## src/rtl/rxd_pkg.sv

```systemverilog
package rxd_pkg;

    localparam int NPORTS        = 3;
    localparam int PORT_W        = 2;
    localparam int UPSTREAM_PORT = 0;
    localparam int SEQ_W         = 12;

    typedef enum logic {
        KIND_LINK = 1'b0,
        KIND_TXN  = 1'b1
    } pkt_kind_e;

    // What a held packet still owes to its three consumers.
    typedef struct packed {
        logic              need_fwd;
        logic              need_ack;
        logic              need_ctl;
        logic              nak;
        logic [PORT_W-1:0] dest;
    } disp_plan_t;

    function automatic logic plan_busy(disp_plan_t p);
        return p.need_fwd | p.need_ack | p.need_ctl;
    endfunction

endpackage

```

## src/rtl/rxd_route_table.sv

```systemverilog
module rxd_route_table
    import rxd_pkg::*;
#(
    parameter  int ADDR_W     = 32,
    parameter  int NUM_RANGES = 4,
    localparam int IDX_W      = (NUM_RANGES > 1) ? $clog2(NUM_RANGES) : 1
) (
    input  logic              clk,
    input  logic              rst,
    input  logic              wr_en,
    input  logic [IDX_W-1:0]  wr_idx,
    input  logic [ADDR_W-1:0] wr_base,
    input  logic [ADDR_W-1:0] wr_limit,
    input  logic [PORT_W-1:0] wr_dest,
    input  logic [ADDR_W-1:0] lk_addr,
    output logic              lk_hit,
    output logic [PORT_W-1:0] lk_dest
);

    logic [NUM_RANGES-1:0] vld_q;
    logic [ADDR_W-1:0]     base_q  [NUM_RANGES];
    logic [ADDR_W-1:0]     limit_q [NUM_RANGES];
    logic [PORT_W-1:0]     dest_q  [NUM_RANGES];
    logic [NUM_RANGES-1:0] match;

    always_ff @(posedge clk) begin
        if (rst) begin
            vld_q <= '0;
            for (int i = 0; i < NUM_RANGES; i++) begin
                base_q[i]  <= '0;
                limit_q[i] <= '0;
                dest_q[i]  <= '0;
            end
        end else if (wr_en) begin
            for (int i = 0; i < NUM_RANGES; i++) begin
                if (wr_idx == IDX_W'(i)) begin
                    vld_q[i]   <= 1'b1;
                    base_q[i]  <= wr_base;
                    limit_q[i] <= wr_limit;
                    dest_q[i]  <= wr_dest;
                end
            end
        end
    end

    for (genvar e = 0; e < NUM_RANGES; e++) begin : g_cmp
        assign match[e] = vld_q[e] && (lk_addr >= base_q[e]) && (lk_addr <= limit_q[e]);
    end

    // Lowest index wins: scan from the top so lower entries overwrite.
    always_comb begin
        lk_dest = '0;
        for (int i = NUM_RANGES - 1; i >= 0; i--) begin
            if (match[i]) lk_dest = dest_q[i];
        end
    end

    assign lk_hit = |match;

endmodule

```

## src/rtl/rxd_classify.sv

```systemverilog
module rxd_classify
    import rxd_pkg::*;
#(
    parameter int PORT_ID = 1
) (
    input  logic              kind,
    input  logic              crc_ok,
    input  logic              lk_hit,
    input  logic [PORT_W-1:0] lk_dest,
    output disp_plan_t        plan
);

    logic [PORT_W-1:0] route;

    assign route = lk_hit ? lk_dest : PORT_W'(UPSTREAM_PORT);

    always_comb begin
        plan = '0;
        if (pkt_kind_e'(kind) == KIND_TXN) begin
            plan.need_ack = 1'b1;
            plan.nak      = !crc_ok;
            plan.dest     = route;
            plan.need_fwd = crc_ok && (route != PORT_W'(PORT_ID));
        end else begin
            plan.need_ctl = crc_ok;
        end
    end

endmodule

```

## src/rtl/rxd_dispatch.sv

```systemverilog
module rxd_dispatch
    import rxd_pkg::*;
#(
    parameter int TAG_W = 16
) (
    input  logic              clk,
    input  logic              rst,
    input  logic              take,
    input  disp_plan_t        in_plan,
    input  logic [TAG_W-1:0]  in_tag,
    output logic              slot_free,
    output logic [NPORTS-1:0] fwd_valid,
    input  logic [NPORTS-1:0] fwd_ready,
    output logic [TAG_W-1:0]  fwd_tag,
    output logic              ack_valid,
    input  logic              ack_ready,
    output logic              ack_nak,
    output logic [SEQ_W-1:0]  ack_seq,
    output logic              ctl_valid,
    input  logic              ctl_ready,
    output logic [TAG_W-1:0]  ctl_tag
);

    disp_plan_t       plan_q, rem_plan;
    logic [TAG_W-1:0] tag_q;
    logic [SEQ_W-1:0] hseq_q, seq_q;
    logic             fwd_fire, ack_fire, ctl_fire;

    for (genvar p = 0; p < NPORTS; p++) begin : g_lane
        assign fwd_valid[p] = plan_q.need_fwd && (plan_q.dest == PORT_W'(p));
    end

    assign fwd_tag   = tag_q;
    assign ack_valid = plan_q.need_ack;
    assign ack_nak   = plan_q.nak;
    assign ack_seq   = hseq_q;
    assign ctl_valid = plan_q.need_ctl;
    assign ctl_tag   = tag_q;

    assign fwd_fire = |(fwd_valid & fwd_ready);
    assign ack_fire = ack_valid && ack_ready;
    assign ctl_fire = ctl_valid && ctl_ready;

    always_comb begin
        rem_plan = plan_q;
        if (fwd_fire) rem_plan.need_fwd = 1'b0;
        if (ack_fire) rem_plan.need_ack = 1'b0;
        if (ctl_fire) rem_plan.need_ctl = 1'b0;
    end

    assign slot_free = !plan_busy(rem_plan);

    always_ff @(posedge clk) begin
        if (rst) begin
            plan_q <= '0;
            tag_q  <= '0;
            hseq_q <= '0;
            seq_q  <= '0;
        end else if (take) begin
            plan_q <= in_plan;
            tag_q  <= in_tag;
            if (in_plan.need_ack) begin
                hseq_q <= seq_q;
                seq_q  <= seq_q + SEQ_W'(1);
            end
        end else begin
            plan_q <= rem_plan;
        end
    end

    // Checker state: last sequence number handed to the ack queue.
    logic [SEQ_W-1:0] chk_last_q;
    logic             chk_seen_q;
    always_ff @(posedge clk) begin
        if (rst) begin
            chk_seen_q <= 1'b0;
            chk_last_q <= '0;
        end else if (ack_fire) begin
            chk_seen_q <= 1'b1;
            chk_last_q <= ack_seq;
        end
    end

    p_seq_step_r9: assert property (@(posedge clk) disable iff (rst)
        (ack_fire && chk_seen_q) |-> (ack_seq == chk_last_q + SEQ_W'(1)));

    p_fwd_hold_r10: assert property (@(posedge clk) disable iff (rst)
        (|(fwd_valid & ~fwd_ready)) |=> ((fwd_valid == $past(fwd_valid)) && $stable(fwd_tag)));

    p_ack_hold_r10: assert property (@(posedge clk) disable iff (rst)
        (ack_valid && !ack_ready) |=> (ack_valid && $stable(ack_nak) && $stable(ack_seq)));

    p_ctl_hold_r10: assert property (@(posedge clk) disable iff (rst)
        (ctl_valid && !ctl_ready) |=> (ctl_valid && $stable(ctl_tag)));

endmodule

```

## src/rtl/rxd_port_rx.sv

```systemverilog
module rxd_port_rx
    import rxd_pkg::*;
#(
    parameter  int PORT_ID    = 1,
    parameter  int ADDR_W     = 32,
    parameter  int TAG_W      = 16,
    parameter  int NUM_RANGES = 4,
    localparam int IDX_W      = (NUM_RANGES > 1) ? $clog2(NUM_RANGES) : 1
) (
    input  logic              clk,
    input  logic              rst,
    input  logic              init_mode,
    input  logic              tbl_wr,
    input  logic [IDX_W-1:0]  tbl_idx,
    input  logic [ADDR_W-1:0] tbl_base,
    input  logic [ADDR_W-1:0] tbl_limit,
    input  logic [1:0]        tbl_dest,
    input  logic              rx_valid,
    output logic              rx_ready,
    input  logic              rx_kind,
    input  logic              rx_crc_ok,
    input  logic [ADDR_W-1:0] rx_addr,
    input  logic [TAG_W-1:0]  rx_tag,
    output logic [2:0]        fwd_valid,
    input  logic [2:0]        fwd_ready,
    output logic [TAG_W-1:0]  fwd_tag,
    output logic              ack_valid,
    input  logic              ack_ready,
    output logic              ack_nak,
    output logic [11:0]       ack_seq,
    output logic              ctl_valid,
    input  logic              ctl_ready,
    output logic [TAG_W-1:0]  ctl_tag
);

    logic              lk_hit;
    logic [PORT_W-1:0] lk_dest;
    disp_plan_t        plan;
    logic              slot_free;
    logic              take;

    rxd_route_table #(
        .ADDR_W     (ADDR_W),
        .NUM_RANGES (NUM_RANGES)
    ) u_tbl (
        .clk      (clk),
        .rst      (rst),
        .wr_en    (tbl_wr && init_mode),
        .wr_idx   (tbl_idx),
        .wr_base  (tbl_base),
        .wr_limit (tbl_limit),
        .wr_dest  (tbl_dest),
        .lk_addr  (rx_addr),
        .lk_hit   (lk_hit),
        .lk_dest  (lk_dest)
    );

    rxd_classify #(
        .PORT_ID (PORT_ID)
    ) u_cls (
        .kind    (rx_kind),
        .crc_ok  (rx_crc_ok),
        .lk_hit  (lk_hit),
        .lk_dest (lk_dest),
        .plan    (plan)
    );

    assign rx_ready = !init_mode && slot_free;
    assign take     = rx_valid && rx_ready;

    rxd_dispatch #(
        .TAG_W (TAG_W)
    ) u_dsp (
        .clk       (clk),
        .rst       (rst),
        .take      (take),
        .in_plan   (plan),
        .in_tag    (rx_tag),
        .slot_free (slot_free),
        .fwd_valid (fwd_valid),
        .fwd_ready (fwd_ready),
        .fwd_tag   (fwd_tag),
        .ack_valid (ack_valid),
        .ack_ready (ack_ready),
        .ack_nak   (ack_nak),
        .ack_seq   (ack_seq),
        .ctl_valid (ctl_valid),
        .ctl_ready (ctl_ready),
        .ctl_tag   (ctl_tag)
    );

    p_init_blocks_rx_r2: assert property (@(posedge clk) disable iff (rst)
        init_mode |-> !rx_ready);

    p_fwd_lane_r11: assert property (@(posedge clk) disable iff (rst)
        $onehot0(fwd_valid) && !fwd_valid[PORT_ID]);

    p_nak_no_fwd_r6: assert property (@(posedge clk) disable iff (rst)
        (ack_valid && ack_nak) |-> (fwd_valid == 3'b000));

    p_ctl_alone_r3: assert property (@(posedge clk) disable iff (rst)
        ctl_valid |-> (!ack_valid && (fwd_valid == 3'b000)));

endmodule

```

## config.mk

```make
export PLATFORM = sky130hd
export DESIGN_NAME = rxd_port_rx
export DESIGN_NICKNAME = d
export VERILOG_FILES = /design/src/rtl/rxd_pkg.sv /design/src/rtl/rxd_route_table.sv /design/src/rtl/rxd_classify.sv /design/src/rtl/rxd_dispatch.sv /design/src/rtl/rxd_port_rx.sv
export SDC_FILE = /design/constraint.sdc
export NUM_CORES = 1
export LEC_CHECK = 0
export BUFFER_PORTS_ARGS = -buffer_cell sky130_fd_sc_hd__buf_4
export CAP_MARGIN = 20
export CORE_ASPECT_RATIO = 1.2
export CORE_MARGIN = 1.5
export CORE_UTILIZATION = 45
export DETAILED_ROUTE_END_ITERATION = 10
export GPL_TIMING_DRIVEN = 0
export PLACE_DENSITY_LB_ADDON = 0.25
export SLEW_MARGIN = 20
export SYNTH_ARGS = -nofsm -noshare
export SYNTH_HDL_FRONTEND = slang
export SYNTH_HIERARCHICAL = 1
export SYNTH_SLANG_ARGS = --single-unit
```

## constraint.sdc

```tcl
create_clock -name clk -period 2.39 [get_ports clk]
set_input_delay 0.1195 -clock clk [delete_from_list [all_inputs] [get_ports clk]]
set_output_delay 0.1195 -clock clk [all_outputs]
set_load 0.02 [all_outputs]
```

### After elaboration in Yosys (flattened, before gate mapping)

Memories as Yosys holds them, arrays and structs flattened.
Cells that the tools add are included.

* bits in registers: 50
* bits in latches: 0
* RAM bits: 264
* ROM bits: 0
* input bits: 128
* output and inout port bits: 51
* word-level logic and storage cells: 116
* memories kept: 3

Memory list
* u_tbl.base_q: words 4, width 32, rd ports 4, clocked after memory_dff 0, wr ports 4, line rxd_route_table.sv:21 `logic [ADDR_W-1:0] base_q [NUM_RANGES];`
* u_tbl.limit_q: words 4, width 32, rd ports 4, clocked after memory_dff 0, wr ports 4, line rxd_route_table.sv:22 `logic [ADDR_W-1:0] limit_q [NUM_RANGES];`
* u_tbl.dest_q: words 4, width 2, rd ports 4, clocked after memory_dff 0, wr ports 4, line rxd_route_table.sv:23 `logic [PORT_W-1:0] dest_q [NUM_RANGES];`

* add/subtract/negate cells: 1
* multiply operators: 0
* div/mod/pow operators: 0
* $lt $le $gt $ge: 8
* equal/unequal tests: 6
* shifts and indexed selects: 0
* muxes and demuxes: 42
* bitwise gates (word level): 15
* reduce and logical (&&, ||, !) cells: 29

Operators with widths (count)
* 2-to-1 mux 32 bit: 8
* greater-or-equal comparator 32 bit: 4
* <= comparator 32 bit: 4
* 2-to-1 mux 1 bit: 22
* 2-to-1 mux 2 bit: 10
* logical AND 1 bit: 17
* OR 1 bit: 14
* adder 12 x 1 -> 12 bit (second input constant): 1
* AND reduction 2 bit: 5
* == test 2 bit (second input constant): 3
* 2-to-1 mux 6 bit: 1
* == test 2 x 1 -> 1 bit (second input constant): 2
* zero test 2 bit: 2
* OR reduction 4 bit: 1
* bitwise AND 3 bit: 1
* zero test 1 bit: 3
* 2-to-1 mux 3 bit: 1
* OR reduction 3 bit: 1
* != test 2 x 1 -> 1 bit (second input constant): 1

### Logic depth before layout (Yosys ltp)

Gate-level depths: netlist of run 1.

* word-level depth: 12
* depth in mapped cells: 14
* mapped depth without buffers: 14

### Cells and area by module

Netlist of run 1, hierarchy kept.

By module, submodules not included
* rxd_route_table: instances 1, cells each 1506, area an instance 16477.1 um^2, sequential area each 8007.7 um^2
* rxd_dispatch: instances 1, cells each 213, area an instance 1929.4 um^2, sequential area each 920.9 um^2
* rxd_classify: instances 1, cells each 7, area an instance 48.8 um^2, sequential area each 0.0 um^2
* rxd_port_rx: instances 1, cells each 3, area an instance 26.3 um^2, sequential area each 0.0 um^2

### Least setup slack after synthesis of run 1

Ideal clock, no wire load.

* path kind: register -> register
* from: mem u_tbl.base_q[2][21]
* to: reg u_dsp/plan_q[1] (netlist bit)
* library setup time: 0.128 ns
* arrival time: 2.465 ns
* data required time: 2.262 ns
* path slack: -0.202 ns
* cell stages (with the launch flop): 14
* buffers on the path: 0
* period minus slack after synthesis: 2.592 ns
* path through: edfxtp_1 inv_1 ha_1 a21o_1 a21o_1 a221o_1 o21a_1 a211o_1 o2bb2ai_4 mux2i_1 a21oi_1 and3_2 mux2i_1 nor2_1

RTL lines
* start: declaration: line rxd_route_table.sv:21
* end signal: assignment: line rxd_dispatch.sv:60 `plan_q <= in_plan;`
* end signal: assignment: line rxd_dispatch.sv:67 `plan_q <= rem_plan;`
* end: declaration: line rxd_dispatch.sv:24 `disp_plan_t plan_q, rem_plan;`

==> run_results.csv, run 1 <==
group,metric,value,unit
grt,grt_max_degree,45,
detailed_routing,drt_iter0_drc,884,
die,core,40640,µm²
timing,maxSlewViolCount,0,
synthesis,syn_inst,1729,
clocking,cts_tree,"yes",
clocking,numCtsBuffers,34,
synthesis,synth_top_area_share,42.89,%
die,io_pins,179,
setup_path,end_kind,"register",
detailed_routing,wl,51440,µm
setup_path,cp-start-kind,"register",
synthesis,synth_common_cells,"edfxtp_1, inv_1, ha_1",
die,die-area,42300,µm²
synthesis,synth_fp_nets,2114,
detailed_routing,dr.pass1.iters,5,
cells_and_area,fillCellCount,3421,
clocking,clockBufferDepth,3,
placed_design,post-dp-hpwl,37860,µm
detailed_routing,antenna_left,0,
power_and_ir_drop,ir_drop,0.5048,mV
worst_hold_path,hp-class,"in2reg",
clocking,clkSinkCount,314,
grt,grt_pass1_wl,78470,µm
synthesis,synth_top_area_cell,"edfxtp_1",
synthesis,synth_seq_cells,314,
setup_path,worstPathRequired,2.78,ns
synthesis,synth_flop_cell,"edfxtp_1",
grt,grt-ovfl-total,0,
cells_and_area,utilization,56.37,%
power_and_ir_drop,p_per_area,592.3,nW/µm²
detailed_routing,viasPerCell,5.463,
synthesis,syn-cell-area,18480,µm²
synthesis,synth.distinct_cells,65,
cells_and_area,syn_to_final_growth,23.95,%
timing,fmax,325.1,MHz
synthesis,async_flop_share,0,%
synthesis,yosysSeqAreaShare,48.31,%
clocking,htreeDepth,2,
power_and_ir_drop,fin_total_pwr,13570,µW
setup_path,critPathMaxFanout,3,
setup_path,arrival,3.47,ns
timing,max_slew_margin,49.80,%
run_status,violations,"setup timing",
die,dieWidth,188,µm
flow_run,drv_cap,0,
placed_design,dpl.cell_count,2450,
cells_and_area,finalNonFillerCells,2604,
synthesis,synth.most_common_cell,"edfxtp_1",
timing,tightest_slew,0.7461,ns
detailed_routing,drc,0,
clocking,clk_pin_slew,0.06,ns
power_and_ir_drop,leakagePower,0.01091,µW
clocking,cts_root_buf,"clkbuf_16",
synthesis,yosys_warnings,6,
timing,min_period,3.076,ns
grt,first_global_vias,14300,
timing,final_hold_viol_count,0,
run_status,status,"finished, violations left",
placed_design,port_buffers,178,
grt,antenna_found_initial,1,
detailed_routing,routedWlPerCell,19.76,µm
clocking,clkLatencyLatePin,0.54,ns
cells_and_area,diodes,0,
die,placementRows,81,
synthesis,synth_edf_count,264,
timing,final-setup-viol-count,3,
timing,rsz0062_at_grt,"yes",
die,start_util,45.48,%
timing,period_share,128.7,%
timing,worst_slack,-0.6859,ns
placed_design,gp_congestion,0.8704,
timing,clock-skew-final,0.02470,ns
synthesis,synth_area_per_cell,10.69,µm²
detailed_routing,vias,14230,
die,fp.dieH,225,µm
cells_and_area,drive_gt1_share,14.92,%
setup_path,path_class,"reg2reg",
synthesis,synth_area_leaders,"edfxtp_1, ha_1, and3_1",
grt,grt_use_total,24.28,%
cells_and_area,nNetsFinal,2425,
-- metrics by stage --
step           worst slack [ns]  instance area [µm²]  hold slack (ns)  TNS [ns]
6_report                -0.6859                22910          0.08223    -1.952
5_1_grt                 -0.7900                22910           0.1043    -2.218
4_1_cts                 -0.6823                22770          0.06689    -1.967
3_5_place_dp             -1.424                20610           0.3616    -4.021
3_3_place_gp             -1.365                20500           0.3511   -151.79
2_1_floorplan           -0.2025                18490           0.2667   -0.6063
-- repair_timing --
action | in CTS | in global routing
hold endpoints to repair | 285 | 0
gates cloned | 0 | 0
pin swaps | 15 | 18
hold buffers | 89 | 0
buffers inserted | 2 | 3
endpoints found under the setup margin | 3 | 17
resized for setup | 37 | 24
-- worst paths after layout --
check	endpoint	slack, ns	cells past startpoint	start
setup / recovery	u_dsp/plan_q[5]	-0.69	14	u_tbl/base_q[3][30]
hold / removal	u_dsp/plan_q[5]	0.08	4	fwd_ready[0]
setup reg to reg	u_dsp/plan_q[5]	-0.69	14	u_tbl/base_q[3][30]
hold reg to reg	u_dsp/ack_seq[9]	0.46	2	u_dsp/ack_seq[9]
-- placed cells by master (no fill, tap or decap), types with 8 or more instances in the layout --
master,n
a21o_1,43
buf_4,200
inv_1,258
clkbuf_1,66
nand3_1,20
mux2i_1,23
and3_1,201
a21oi_1,94
nand4_1,44
ha_1,252
clkbuf_16,35
dlygate4sd3_1,89
and4_1,8
nor2b_1,17
o211ai_1,12
dfxtp_1,49
edfxtp_1,264
nand2_1,77
nor2_1,45
and2_1,68
nand2b_1,8
o21ai_0,34
-- final cells by class --
type                    count  area, µm²  area share (%)
well taps                 539      674.4           2.944
flip-flops and latches    314       8932           38.99
multi-input cells        1078       8586           37.48
clock buffers              50      945.9           4.129
plain buffers              76      356.6           1.557
clock inverters            11      80.08          0.3496
inverters                 260      975.9           4.260
repair buffers            276       2356           10.29
-- flip-flops by register name, indices dropped and copies added (netlist names) --
register / cells
u_dsp/ack_nak: 1
u_dsp/ack_seq: 12
u_dsp/ack_valid: 1
u_dsp/ctl_tag: 16
u_dsp/ctl_valid: 1
u_dsp/plan_q: 3
u_dsp/seq_q: 12
u_tbl/base_q: 128
u_tbl/dest_q: 8
u_tbl/limit_q: 128
u_tbl/vld_q: 4
-- metal layers --
metal	track usage [%]	wire (µm)	vias to the layer above
met5	0	10	-
met4	11.64	2468	2
met3	3.566	3254	123
met2	42.49	24840	534
met1	29.31	20870	6762
li1	-	-	6804
-- logic make-up (layout without fill, tap and decap cells) --
family,Yosys count,count (layout),share of synthesized area [%]
AOI/OAI and AO/OA,254,254,8.835
xor gates and xnor gates,2,2,0.09480
adders and majority gates,257,257,17.40
buffers and inverters,337,673,7.224
DFF,314,314,48.31
muxes,26,26,1.422
and+or+nand+nor,539,539,16.72
-- critical path: stages, from the launching register on --
cell,delay [ns]
edfxtp_1,0.33
inv_1,0.07
ha_4,0.27
nand4_1,0.20
nor3_4,0.24
nand4_1,0.37
a211oi_4,0.44
a211oi_4,0.11
a211oi_2,0.19
mux2i_2,0.11
a21oi_2,0.19
nand2_1,0.07
o211a_1,0.20
nand3b_1,0.08
o31ai_1,0.07
-- power breakdown --
part	internal (µW)	switching, µW	total [µW]
Combinational	924	1310	2240
Sequential	6250	97.5	6350
Clock	2860	2120	4980
Power figures use the tool's default switching activity.
==> inputs of run 2 (changes only) <==
- CAP_MARGIN: 20 -> 40
- SKIP_LAST_GASP: default -> 1
==> run 2 against run 1 <==
Net effect: the run still ends with setup timing left; sequential share of layout area decreased by 0.24 points; largest power group unchanged; clock skew shrank 0.012 ns; register-to-register slack improved by 0.06 ns; clock power increased by 6.2%.
==> run_results.csv, run 2 (synthesized netlist as in run 1, its figures left out) <==
group,metric,value,unit
grt,grt_max_degree,45,
power_and_ir_drop,switchingPower,3571,µW
timing,final_hold_viol_count,0,
power_and_ir_drop,p_clk_share,38.1,%
die,dieWidth,188,µm
setup_path,arrival,3.40,ns
cells_and_area,finalNonFillerCells,2610,
run_status,status,"finished, violations left",
clocking,clkLatencyLatePin,0.52,ns
clocking,cts_tree,"yes",
power_and_ir_drop,power_frac_seq,45.8,%
cells_and_area,final_common_cell,"edfxtp_1",
grt,grt_pass1_wl,78590,µm
grt,antenna_found_initial,2,
power_and_ir_drop,ir_drop,0.4261,mV
run_status,violations,"setup timing",
die,die-area,42300,µm²
die,io_pins,179,
timing,maxSlewViolCount,0,
power_and_ir_drop,switching_share,25.72,%
cells_and_area,nNetsFinal,2429,
power_and_ir_drop,p_int,10320,µW
detailed_routing,wl,51450,µm
timing,worst_slack,-0.6300,ns
setup_path,path_class,"reg2reg",
power_and_ir_drop,combPwrFrac,16.1,%
die,placementRows,81,
timing,clock-skew-final,0.01238,ns
setup_path,worstPathRequired,2.77,ns
flow_run,drv_cap,0,
timing,fin_setup_tns,-1.822,ns
clocking,clockBufferDepth,3,
timing,fmax,331.1,MHz
setup_path,end_kind,"register",
grt,first_global_vias,14470,
detailed_routing,vias,14280,
die,start_util,45.48,%
setup_path,critPathMaxFanout,3,
clocking,clkSinkCount,314,
die,fp.dieH,225,µm
setup_path,rrSetupSlack,-0.63,ns
cells_and_area,layout_common_cells,"edfxtp_1, inv_1, ha_1",
detailed_routing,viasPerCell,5.472,
timing,final-setup-viol-count,3,
placed_design,pre_cts_slack,-1.436,ns
cells_and_area,drive_gt1_share,15.65,%
power_and_ir_drop,leakagePower,0.01096,µW
clocking,cts_root_buf,"clkbuf_16",
worst_hold_path,hp-class,"in2reg",
detailed_routing,drc,0,
timing,max_slew_margin,49.74,%
placed_design,post-dp-hpwl,37890,µm
detailed_routing,routedWlPerCell,19.71,µm
setup_path,cp-start-kind,"register",
cells_and_area,fin_area,23040,µm²
placed_design,place_area,20620,µm²
placed_design,gp_congestion,0.8704,
die,core,40640,µm²
clocking,clk_pin_slew,0.07,ns
grt,grt-ovfl-total,0,
detailed_routing,antenna_left,0,
placed_design,dpl.cell_count,2452,
detailed_routing,drt_iter0_drc,947,
detailed_routing,dr.pass1.iters,5,
clocking,htreeDepth,2,
timing,period_share,126.4,%
cells_and_area,syn_to_final_growth,24.69,%
power_and_ir_drop,p_per_area,602.7,nW/µm²
timing,rsz0062_at_grt,"yes",
timing,min_period,3.020,ns
grt,grt_use_total,24.23,%
placed_design,port_buffers,178,
timing,tightest_slew,0.7538,ns
clocking,numCtsBuffers,35,
-- run 2: area by class of cell --
| class | count | area, µm² |
|---|---|---|
| Multi-Input combinational cell | 1078 | 8613 |
| Antenna cell | 1 | 2.502 |
| Inverter | 260 | 975.9 |
| Fill cell | 3437 | 17600 |
| Clock inverter | 17 | 130.1 |
| Timing Repair Buffer | 279 | 2371 |
| Clock buffer | 46 | 991.0 |
| Tap cell | 539 | 674.4 |
| Sequential cell | 314 | 8930 |
| Buffer | 76 | 356.6 |
-- run 2: what timing repair did --
action,4_1_cts,5_1_grt
pin swaps,11,19
cloned,0,0
buffers inserted,2,4
hold buffers,89,0
resized for setup,38,27
hold endpoints to repair,285,0
setup endpoints to repair,3,17
-- run 2: routing by layer --
| layer | up-vias | track usage [%] | part of all wire [%] |
|---|---|---|---|
| met5 | - | 0 | 0.021 |
| met1 | 6814 | 29.17 | 41 |
| met3 | 119 | 3.208 | 6.2 |
| met2 | 520 | 42.99 | 49 |
| li1 | 6828 | - | - |
| met4 | 2 | 11.12 | 4.5 |
-- run 2: power groups by stage --
| stage | registers (µW) | logic (µW) | clock network, µW |
|---|---|---|---|
| final | 6350 | 2240 | 5290 |
| after global routing | 6380 | 2490 | 5580 |
| after CTS | 6350 | 2190 | 5380 |
| after detailed placement | 6470 | 2000 | 0 |
| after global placement | 6480 | 1890 | 0 |
| after floorplan | 6460 | 1130 | 0 |
-- run 2: final timing paths --
path / cells after the start / from / to
max: 13 / u_tbl/base_q[2][13] / u_dsp/plan_q[0]
max reg2reg: 13 / u_tbl/base_q[2][13] / u_dsp/plan_q[0]
min: 4 / fwd_ready[1] / u_dsp/plan_q[5]
min reg2reg: 2 / u_dsp/ack_seq[0] / u_dsp/ack_seq[0]
-- run 2: worst max-delay path, stage by stage, from the launching register on --
cell and delay, ns:
edfxtp_1 0.38, inv_2 0.08, ha_4 0.19, a21o_1 0.18, a211o_4 0.36, nor3_4 0.15
o311ai_4 0.15, a211o_1 0.36, o2bb2ai_4 0.25, mux2i_2 0.27, a21oi_2 0.10, and3_2 0.21
mux2i_1 0.13, nor2_1 0.05
-- run 2: stage by stage --
step	power, µW	utilization, %	hold slack (ns)
floorplan	7598	-	0.2667
global placement	8366	50.44	0.3511
detailed placement	8468	50.73	0.3634
CTS	13920	56.31	0.06307
global route	14450	56.70	0.1054
finish	13890	56.70	0.09927
==> inputs of run 3 (changes only) <==
- RECOVER_POWER: default -> 50
==> run 3 against run 2 <==
Net effect: the run still ends with setup timing left; setup slack improved by 0.0069 ns; wire length decreased by 0.26%; hold slack got worse by 0.013 ns; maximum frequency is 0.23% higher; global-route usage is the same; sequential power hardly changed; sequential cell count unchanged; clock power is essentially flat; final area is 0.96% lower; total power down 0.26%; first-iteration DRC count fell by 2.7%; critical path type unchanged; critical endpoint unchanged; largest power group unchanged.
==> run_results.csv, run 3 (synthesized netlist as in run 1, its figures left out) <==
group,metric,value,unit
run_status,status,"finished, violations left",
run_status,violations,"setup timing",
timing,period_share,126.1,%
timing,min_period,3.013,ns
clocking,clockBufferDepth,3,
grt,grt_pass1_wl,78590,µm
detailed_routing,antenna_left,0,
setup_path,r2r_end,"u_dsp/plan_q[0]",
setup_path,critPathLaunch,"u_tbl/limit_q[2][9]",
power_and_ir_drop,leakagePower,0.01074,µW
power_and_ir_drop,power_frac_seq,45.9,%
cells_and_area,seq_area,8929,µm²
power_and_ir_drop,p_int,10290,µW
setup_path,arrival,3.40,ns
clocking,clk_pin_slew,0.06,ns
detailed_routing,vias,14300,
cells_and_area,finalNonFillerCells,2610,
setup_path,path_class,"reg2reg",
clocking,numCtsBuffers,35,
timing,fmax,331.9,MHz
placed_design,gp_congestion,0.8704,
clocking,cts_tree,"yes",
detailed_routing,dr.pass1.iters,5,
setup_path,rrSetupSlack,-0.62,ns
worst_hold_path,hp-class,"in2reg",
cells_and_area,fillCellCount,3509,
grt,antenna_found_initial,2,
grt,grt_max_degree,45,
grt,grt-ovfl-total,0,
detailed_routing,routedWlPerCell,19.66,µm
setup_path,r2r-start,"u_tbl/limit_q[2][9]",
timing,final_hold_viol_count,0,
cells_and_area,multi_input_area,8591,µm²
timing,tightest_slew,1.167,ns
setup_path,critPathMaxFanout,3,
placed_design,port_buffers,178,
power_and_ir_drop,p_clk_share,38.2,%
die,start_util,45.48,%
clocking,clkLatencyLatePin,0.53,ns
setup_path,worstPathRequired,2.78,ns
power_and_ir_drop,p_per_area,606.9,nW/µm²
setup_path,worstRegToRegCells,13,
timing,rsz0062_at_grt,"yes",
clocking,clkSinkCount,314,
clocking,cts_root_buf,"clkbuf_16",
placed_design,pre_cts_slack,-1.436,ns
timing,worst_slack,-0.6232,ns
timing,clock-skew-final,0.01161,ns
detailed_routing,wl,51320,µm
flow_run,drv_cap,0,
timing,max_slew_margin,22.01,%
power_and_ir_drop,ir_drop,0.4254,mV
die,dieWidth,188,µm
power_and_ir_drop,switching_share,25.72,%
cells_and_area,syn_to_final_growth,23.50,%
die,placementRows,81,
cells_and_area,nNetsFinal,2429,
placed_design,post-dp-hpwl,37890,µm
clocking,htreeDepth,2,
timing,final-setup-viol-count,3,
setup_path,end_kind,"register",
detailed_routing,viasPerCell,5.477,
placed_design,dpl.cell_count,2452,
power_and_ir_drop,combPwrFrac,15.9,%
grt,first_global_vias,14470,
detailed_routing,drt_iter0_drc,921,
die,core,40640,µm²
detailed_routing,drc,0,
setup_path,cp-start-kind,"register",
cells_and_area,layout_common_cells,"edfxtp_1, inv_1, ha_1",
cells_and_area,final_common_cell,"edfxtp_1",
grt,grt_use_total,24.23,%
timing,maxSlewViolCount,0,
die,io_pins,179,
die,fp.dieH,225,µm
cells_and_area,drive_gt1_share,13.53,%
setup_path,crit_end,"u_dsp/plan_q[0]",
die,die-area,42300,µm²
power_and_ir_drop,switchingPower,3563,µW
-- run 3: cell types whose count changed in the layout (fill, tap and decap cells not counted), moves of 2 or more --
cell / before / now
buf_12: 3 / 1
nand2_2: 0 / 3
clkbuf_1: 60 / 102
clkbuf_4: 1 / 9
and2_0: 1 / 18
and2_1: 68 / 51
buf_4: 202 / 154
nand2_4: 4 / 0
-- run 3: worst min path at each step --
stage | from | end | slack (ns) | cells after the start
4_1_cts | fwd_ready[1] | u_dsp/plan_q[5] | 0.06 | 4
3_3_place_gp | rx_tag[8] | u_dsp/ctl_tag[8] | 0.35 | 3
5_1_grt | fwd_ready[1] | u_dsp/plan_q[5] | 0.11 | 4
6_report | fwd_ready[1] | u_dsp/plan_q[5] | 0.09 | 4
3_5_place_dp | rx_tag[12] | u_dsp/ctl_tag[12] | 0.36 | 3
2_1_floorplan | rx_tag[15] | u_dsp/ctl_tag[15] | 0.27 | 2
-- run 3: stage by stage --
stage	power, µW	TNS, ns	hold WS (ns)	area, µm²	utilization [%]
6_report	13850	-1.770	0.08633	22820	56.16
5_1_grt	14420	-6.755	0.1054	22820	56.16
4_1_cts	13920	-1.896	0.06307	22890	56.31
3_5_place_dp	8468	-4.052	0.3634	20620	50.73
3_3_place_gp	8366	-151.79	0.3511	20500	50.44
2_1_floorplan	7598	-0.6063	0.2667	18490	-
-- run 3: per-layer routing --
metal / track usage [%] / wire length [µm] / up-vias
li1: - / - / 6826
met1: 29.17 / 20660 / 6833
met2: 42.99 / 25040 / 515
met3: 3.208 / 3252 / 120
met4: 11.12 / 2358 / 2
met5: 0 / 11 / -
-- run 3: layout make-up --
class                      instances  share of cell area [%]
antenna                            1                 0.01096
buffer                            76                   1.562
clock buffer                      46                   4.342
clock inverter                    17                  0.5701
inverter                         260                   4.276
multi-input combinational       1078                   37.64
sequential                       314                   39.12
tap                              539                   2.955
timing repair buffer             279                   9.527
-- run 3: timing repair --
| item | CTS | global route |
|---|---|---|
| pin swaps | 11 | 19 |
| hold buffers | 89 | 0 |
| endpoints found under the hold margin | 285 | 0 |
| setup endpoints to repair | 3 | 17 |
| buffers inserted | 2 | 4 |
| resized for setup | 38 | 27 |
-- run 3: critical path, stage by stage, from the launching register on --
cell,delay [ns]
edfxtp_1,0.35
inv_1,0.05
ha_1,0.30
nand4_1,0.20
nor3_2,0.40
a21bo_2,0.28
o211ai_1,0.14
a211o_1,0.22
o2bb2ai_4,0.17
mux2i_2,0.27
a21oi_2,0.10
and3_2,0.21
mux2i_1,0.14
nor2_1,0.05
-- run 3: power groups by stage --
stage,clock network [µW],logic (µW),registers (µW)
6_report,5290,2200,6360
5_1_grt,5580,2450,6390
4_1_cts,5380,2190,6350
3_5_place_dp,0,2000,6470
3_3_place_gp,0,1890,6480
2_1_floorplan,0,1130,6460
